File: config.mk
export PLATFORM = sky130hd
export DESIGN_NAME = irq_daisy_ctrl
export DESIGN_NICKNAME = d
export VERILOG_FILES = /design/src/rtl/irq_pkg.sv /design/src/rtl/irq_prio_scan.sv /design/src/rtl/irq_src_state.sv /design/src/rtl/irq_vec_out.sv /design/src/rtl/irq_daisy_ctrl.sv
export SDC_FILE = /design/constraint.sdc
export NUM_CORES = 1
export LEC_CHECK = 0
export BUFFER_PORTS_ARGS = -buffer_cell sky130_fd_sc_hd__clkbuf_2
export CORE_UTILIZATION = 52
export CTS_CLUSTER_DIAMETER = 50
export CTS_CLUSTER_SIZE = 40
export DETAILED_ROUTE_END_ITERATION = 7
export GPL_TIMING_DRIVEN = 0
export PLACE_DENSITY = 0.75
export SLEW_MARGIN = 20
export SYNTH_ARGS = -nofsm -noshare
export SYNTH_HDL_FRONTEND = slang
export SYNTH_HIERARCHICAL = 1
export SYNTH_SLANG_ARGS = --single-unit
File: constraint.sdc
create_clock -name clk -period 2.75 [get_ports clk]
set_clock_uncertainty 0.1 [all_clocks]
set_input_delay 0.825 -clock clk [delete_from_list [all_inputs] [get_ports clk]]
set_output_delay 0.825 -clock clk [all_outputs]
set_load 0.05 [all_outputs]
File: src/rtl/irq_pkg.sv
package irq_pkg;
    localparam int NUM_CH  = 2;
    localparam int CH_SRC  = 4;
    localparam int NUM_SRC = NUM_CH * CH_SRC;
    localparam int SRC_W   = $clog2(NUM_SRC);
    localparam int KIND_W  = $clog2(CH_SRC);
    localparam int VEC_W   = 8;

    typedef logic [NUM_SRC-1:0] src_vec_t;
    typedef logic [VEC_W-1:0]   vec_t;

    typedef struct packed {
        logic             hit;
        logic [SRC_W-1:0] idx;
    } pick_t;

    // Rank 0 is the highest priority; channel A (upper index half) ranks first.
    function automatic logic [SRC_W-1:0] rank_to_src(input int rank);
        logic [KIND_W-1:0] kind;
        int                ch;
        ch = (NUM_CH - 1) - (rank / CH_SRC);
        case (rank % CH_SRC)
            0:       kind = KIND_W'(2);  // receive
            1:       kind = KIND_W'(0);  // transmit
            2:       kind = KIND_W'(1);  // status
            default: kind = KIND_W'(3);  // error
        endcase
        return SRC_W'(ch * CH_SRC) + SRC_W'(kind);
    endfunction

    function automatic vec_t vector_of(input vec_t base, input pick_t p);
        return p.hit ? base + vec_t'({p.idx, 1'b0}) : base;
    endfunction
endpackage

File: src/rtl/irq_prio_scan.sv
module irq_prio_scan
    import irq_pkg::*;
(
    input  logic     clk,
    input  logic     rst,
    input  src_vec_t pend,
    input  src_vec_t ins,
    output logic     req,
    output pick_t    ack_pick,
    output pick_t    reti_pick
);
    always_comb begin
        logic blocked;
        req       = 1'b0;
        blocked   = 1'b0;
        ack_pick  = '0;
        reti_pick = '0;
        for (int r = 0; r < NUM_SRC; r++) begin
            if (ins[rank_to_src(r)])
                blocked = 1'b1;
            if (!blocked && pend[rank_to_src(r)])
                req = 1'b1;
            if (!ack_pick.hit && pend[rank_to_src(r)]) begin
                ack_pick.hit = 1'b1;
                ack_pick.idx = rank_to_src(r);
            end
            if (!reti_pick.hit && ins[rank_to_src(r)]) begin
                reti_pick.hit = 1'b1;
                reti_pick.idx = rank_to_src(r);
            end
        end
    end


    req_needs_pending_chk: assert property (@(posedge clk) disable iff (rst)
        req |-> (|pend));

    ack_pick_pending_chk: assert property (@(posedge clk) disable iff (rst)
        ack_pick.hit |-> pend[ack_pick.idx]);

    reti_pick_inserv_chk: assert property (@(posedge clk) disable iff (rst)
        reti_pick.hit |-> ins[reti_pick.idx]);
endmodule

File: src/rtl/irq_src_state.sv
module irq_src_state
    import irq_pkg::*;
(
    input  logic              clk,
    input  logic              rst,
    input  src_vec_t          set_req,
    input  src_vec_t          clr_req,
    input  logic [NUM_CH-1:0] chan_reset,
    input  src_vec_t          ack_hot,
    input  src_vec_t          reti_hot,
    output src_vec_t          pend,
    output src_vec_t          ins
);
    for (genvar s = 0; s < NUM_SRC; s++) begin : g_src
        always_ff @(posedge clk) begin
            if (rst || chan_reset[s / CH_SRC]) begin
                pend[s] <= 1'b0;
                ins[s]  <= 1'b0;
            end else begin
                pend[s] <= (pend[s] & ~clr_req[s] & ~ack_hot[s]) | set_req[s];
                ins[s]  <= (ins[s] & ~reti_hot[s]) | ack_hot[s];
            end
        end
    end


    chan_a_clear_chk: assert property (@(posedge clk) disable iff (rst)
        chan_reset[1] |=> (pend[NUM_SRC-1 -: CH_SRC] == '0) && (ins[NUM_SRC-1 -: CH_SRC] == '0));

    chan_b_clear_chk: assert property (@(posedge clk) disable iff (rst)
        chan_reset[0] |=> (pend[CH_SRC-1:0] == '0) && (ins[CH_SRC-1:0] == '0));

    reti_single_chk: assert property (@(posedge clk) disable iff (rst)
        ((|reti_hot) && !(|ack_hot) && !(|chan_reset)) |=>
            ($countones(ins) == $countones($past(ins)) - 1));
endmodule

File: src/rtl/irq_vec_out.sv
module irq_vec_out
    import irq_pkg::*;
(
    input  logic  clk,
    input  logic  rst,
    input  logic  base_we,
    input  vec_t  base_din,
    input  logic  iack,
    input  pick_t ack_pick,
    output vec_t  vector,
    output logic  vector_valid
);
    vec_t base_q;

    always_ff @(posedge clk) begin
        if (rst) begin
            base_q       <= '0;
            vector       <= '0;
            vector_valid <= 1'b0;
        end else begin
            vector_valid <= iack;
            if (iack)
                vector <= vector_of(base_q, ack_pick);
            if (base_we)
                base_q <= base_din;
        end
    end


    valid_after_ack_chk: assert property (@(posedge clk) disable iff (rst)
        iack |=> vector_valid);

    vector_hold_chk: assert property (@(posedge clk) disable iff (rst)
        !iack |=> $stable(vector) && !vector_valid);

    empty_ack_base_chk: assert property (@(posedge clk) disable iff (rst)
        (iack && !ack_pick.hit) |=> (vector == $past(base_q)));
endmodule

File: src/rtl/irq_daisy_ctrl.sv
module irq_daisy_ctrl
    import irq_pkg::*;
(
    input  logic       clk,
    input  logic       rst,
    input  logic [7:0] set_req,
    input  logic [7:0] clr_req,
    input  logic [1:0] chan_reset,
    input  logic       base_we,
    input  logic [7:0] base_din,
    input  logic       iack,
    input  logic       reti,
    output logic       irq,
    output logic       int_pending,
    output logic       in_service,
    output logic [7:0] vector,
    output logic       vector_valid
);
    src_vec_t pend, ins, ack_hot, reti_hot;
    pick_t    ack_pick, reti_pick;
    logic     req;

    assign ack_hot  = (iack && ack_pick.hit)  ? (src_vec_t'(1) << ack_pick.idx)  : '0;
    assign reti_hot = (reti && reti_pick.hit) ? (src_vec_t'(1) << reti_pick.idx) : '0;

    irq_src_state i_state (
        .clk(clk), .rst(rst), .set_req(set_req), .clr_req(clr_req),
        .chan_reset(chan_reset), .ack_hot(ack_hot), .reti_hot(reti_hot),
        .pend(pend), .ins(ins)
    );

    irq_prio_scan i_scan (
        .clk(clk), .rst(rst), .pend(pend), .ins(ins), .req(req),
        .ack_pick(ack_pick), .reti_pick(reti_pick)
    );

    irq_vec_out i_vec (
        .clk(clk), .rst(rst), .base_we(base_we), .base_din(base_din),
        .iack(iack), .ack_pick(ack_pick), .vector(vector),
        .vector_valid(vector_valid)
    );

    assign irq         = req;
    assign int_pending = req;
    assign in_service  = |ins;


    masked_by_top_chk: assert property (@(posedge clk) disable iff (rst)
        ins[rank_to_src(0)] |-> !irq);

    ack_sets_inserv_chk: assert property (@(posedge clk) disable iff (rst)
        (iack && ack_pick.hit && !(|chan_reset)) |=> in_service);
endmodule

==> run metrics <==
max-slew violation count=0; Seq/Total Area, Yosys=0.380; Die Area=around 3600 sq um; average wire per standard cell=roughly 12 um; combinational power share=0.219; Die Y=59.9 um; area leader, netlist=dfxtp_1; total grt overflow=0; core area=3100 sq um; share of layout cells above drive strength 1=0.276; Tot Pwr=around 1200 uW; Final setup viols=0; Syn. warnings=6; Post-synth EDFFs=0; final wirelength=around 3600 um; crit path kind=reg2out; worst reg-to-reg setup slack=~0.16 ns; Critical Path AT=~1.7 ns; Setup WS pre-CTS=-0.102 ns; Worst Path Max Fanout=5; Synth area leaders=dfxtp_1, o21a_1, nor2_1; Hold Worst Slack=between 0.3 and 0.4 ns; Post-Syn Area per Cell=around 8.7 sq um; Sequential Power Share=0.448; Clock Path Buffers=2; Hold Crit Class=reg2reg; Routed met1 length=around 1600 um; max cap viols=0; post-route setup TNS=0 ns; I/O Pins=43; H-tree depth=2; Most used DFF post-synth=dfxtp_1; vias in the first global route=1475; clock power share=0.333; DR top layer=met4; Initial Util=0.561; clock sinks=33; worst skew pair latency=0.34 ns; Pwr Density=around 540 nW/um^2; post-synthesis register bit count=33; Syn Inst Count=around 200; Worst VDD drop=just under 0.3 mV; CTS tree=built; Root Buffer=clkbuf_4; Worst Tran Pin Value=between 0.5 and 0.6 ns; FF-to-FF path depth=6; Routed Antenna Nets=0; # hold bufs at CTS=0; kind of start point of the critical path=register; final std cell area, no fill=between 2000 and 2500 sq um; first-pass GRT wire length=6090 um; largest net degree at the start of global routing=12; CP Capture Type=output port; Period minus WS final=about 2.6 ns; drc violations=0; Placer Congestion=slightly above 0.8; synth unique cells=42; critical path data required time=1.83 ns; port bufs=41; DP Area=about 2000 sq um; status=completed; final worst setup slack=approximately 0.13 ns; slew margin rel.=0.641; FILL cells=296; met2 routed WL=between 1500 and 2000 um; Yosys top cell area share=0.380; RSZ-0062 raised after global routing=false; met3 routed WL=115 um; count leader, synth=dfxtp_1; DR vias/cell=~5.4; standard-cell rows=20; Vias=roughly 1600; Final Hold Fails=0; Switching Fraction=0.296; initial antenna violation count=0; final period utilization=0.954; worst hold stages=2; Internal=between 800 and 900 uW; Layout Nets=about 280; net load switching power=344 uW; clock-pin slew on the worst setup and hold paths=approximately 0.11 ns; number of detailed-route iterations in the first pass=4; Synth Net Count=approximately 230; diode count=0; die width=between 50 and 60 um; 1st-iter DRT viols=73; dpl hpwl=2830 um; FFs w/ async S/R, synth=0; CTS Buf Count=5; Synth top cells by count=dfxtp_1, nor2_1, o21a_1; Post-Syn Area=1740 sq um; Area Overhead vs Synth=22.7%; leakage power=0.000952 uW; Highest Clock Rate=381 MHz; gr usage total=0.230
[layout by cell type, fill, tap and decap left out, types with 6 or more instances in the layout]
master | synthesis | final
inv_1 | 6 | 6
nor3_1 | 13 | 11
nor3b_1 | 10 | 10
mux2i_1 | 11 | 11
nand2b_1 | 6 | 6
nor2b_1 | 12 | 11
dfxtp_1 | 33 | 29
nand2_1 | 6 | 6
nor2_1 | 30 | 30
o21a_1 | 16 | 16
clkbuf_2 | 0 | 40
[cell families (layout without fill, tap and decap cells)]
logic type / after synthesis / after routing / synth area share
mux: 11 / 11 / 0.0633
compound gates: 40 / 40 / 0.175
buf+inv: 13 / 64 / 0.0309
xor+xnor: 1 / 1 / 0.00503
flops: 33 / 33 / 0.380
fa+ha+maj: 4 / 4 / 0.0331
simple gates: 97 / 97 / 0.313
[state kept, by name (all words and copies together) (netlist names)]
name and count:
i_state/ins 8, i_state/pend 8, i_vec/base_q 8, i_vec/vector 8, i_vec/vector_valid 1
[timing repair]
| action | 4_1_cts | 5_1_grt |
|---|---|---|
| setup buffers | 0 | 2 |
| pin swaps | 0 | 1 |
| cloned | 0 | 0 |
| setup endpoints to repair | 2 | 3 |
| resized for setup | 2 | 8 |
[metal layers]
layer	global-route usage	up-vias
li1	-	815
met1	0.246	730
met2	0.405	32
met3	0.0563	16
met4	0.143	0
met5	0	-
[final timing paths]
kind / from / to
min reg2reg: i_vec/vector[2] / i_vec/vector[2]
max: i_state/ins[0] / irq
min: i_vec/vector[2] / i_vec/vector[2]
max reg2reg: i_state/pend[5] / i_vec/vector[7]
[critical path, stage by stage, from the launching register on]
cell and delay (ns):
dfxtp_2 0.37, nor2_1 0.06, nor4b_2 0.16, and3_1 0.18, a211o_1 0.28, buf_4 0.13
buf_4 0.18
[power by group through the flow]
stage | logic (uW) | clock network, uW | registers, uW
after floorplan | 152 | 0 | 558
after global placement | 241 | 0 | 532
after detailed placement | 245 | 0 | 532
after CTS | 246 | 395 | 521
after global routing | 279 | 416 | 525
final | 255 | 387 | 522
[layout make-up]
cell class | instances | area (sq um) | area share
sequential | 33 | 666 | 0.312
multi-input combinational | 153 | 1050 | 0.492
clock buffer | 6 | 51.3 | 0.0240
buffer | 7 | 31.3 | 0.0146
tap | 44 | 55.1 | 0.0258
clock inverter | 2 | 37.5 | 0.0176
timing repair buffer | 43 | 223 | 0.104
inverter | 6 | 22.5 | 0.0105
[stage by stage]
stage                      util  std cells
after floorplan               -        199
after global placement    0.645        284
after detailed placement  0.645        284
after CTS                 0.677        292
after global routing      0.688        294
final                     0.688        294
(Power assumes the default switching activity.)
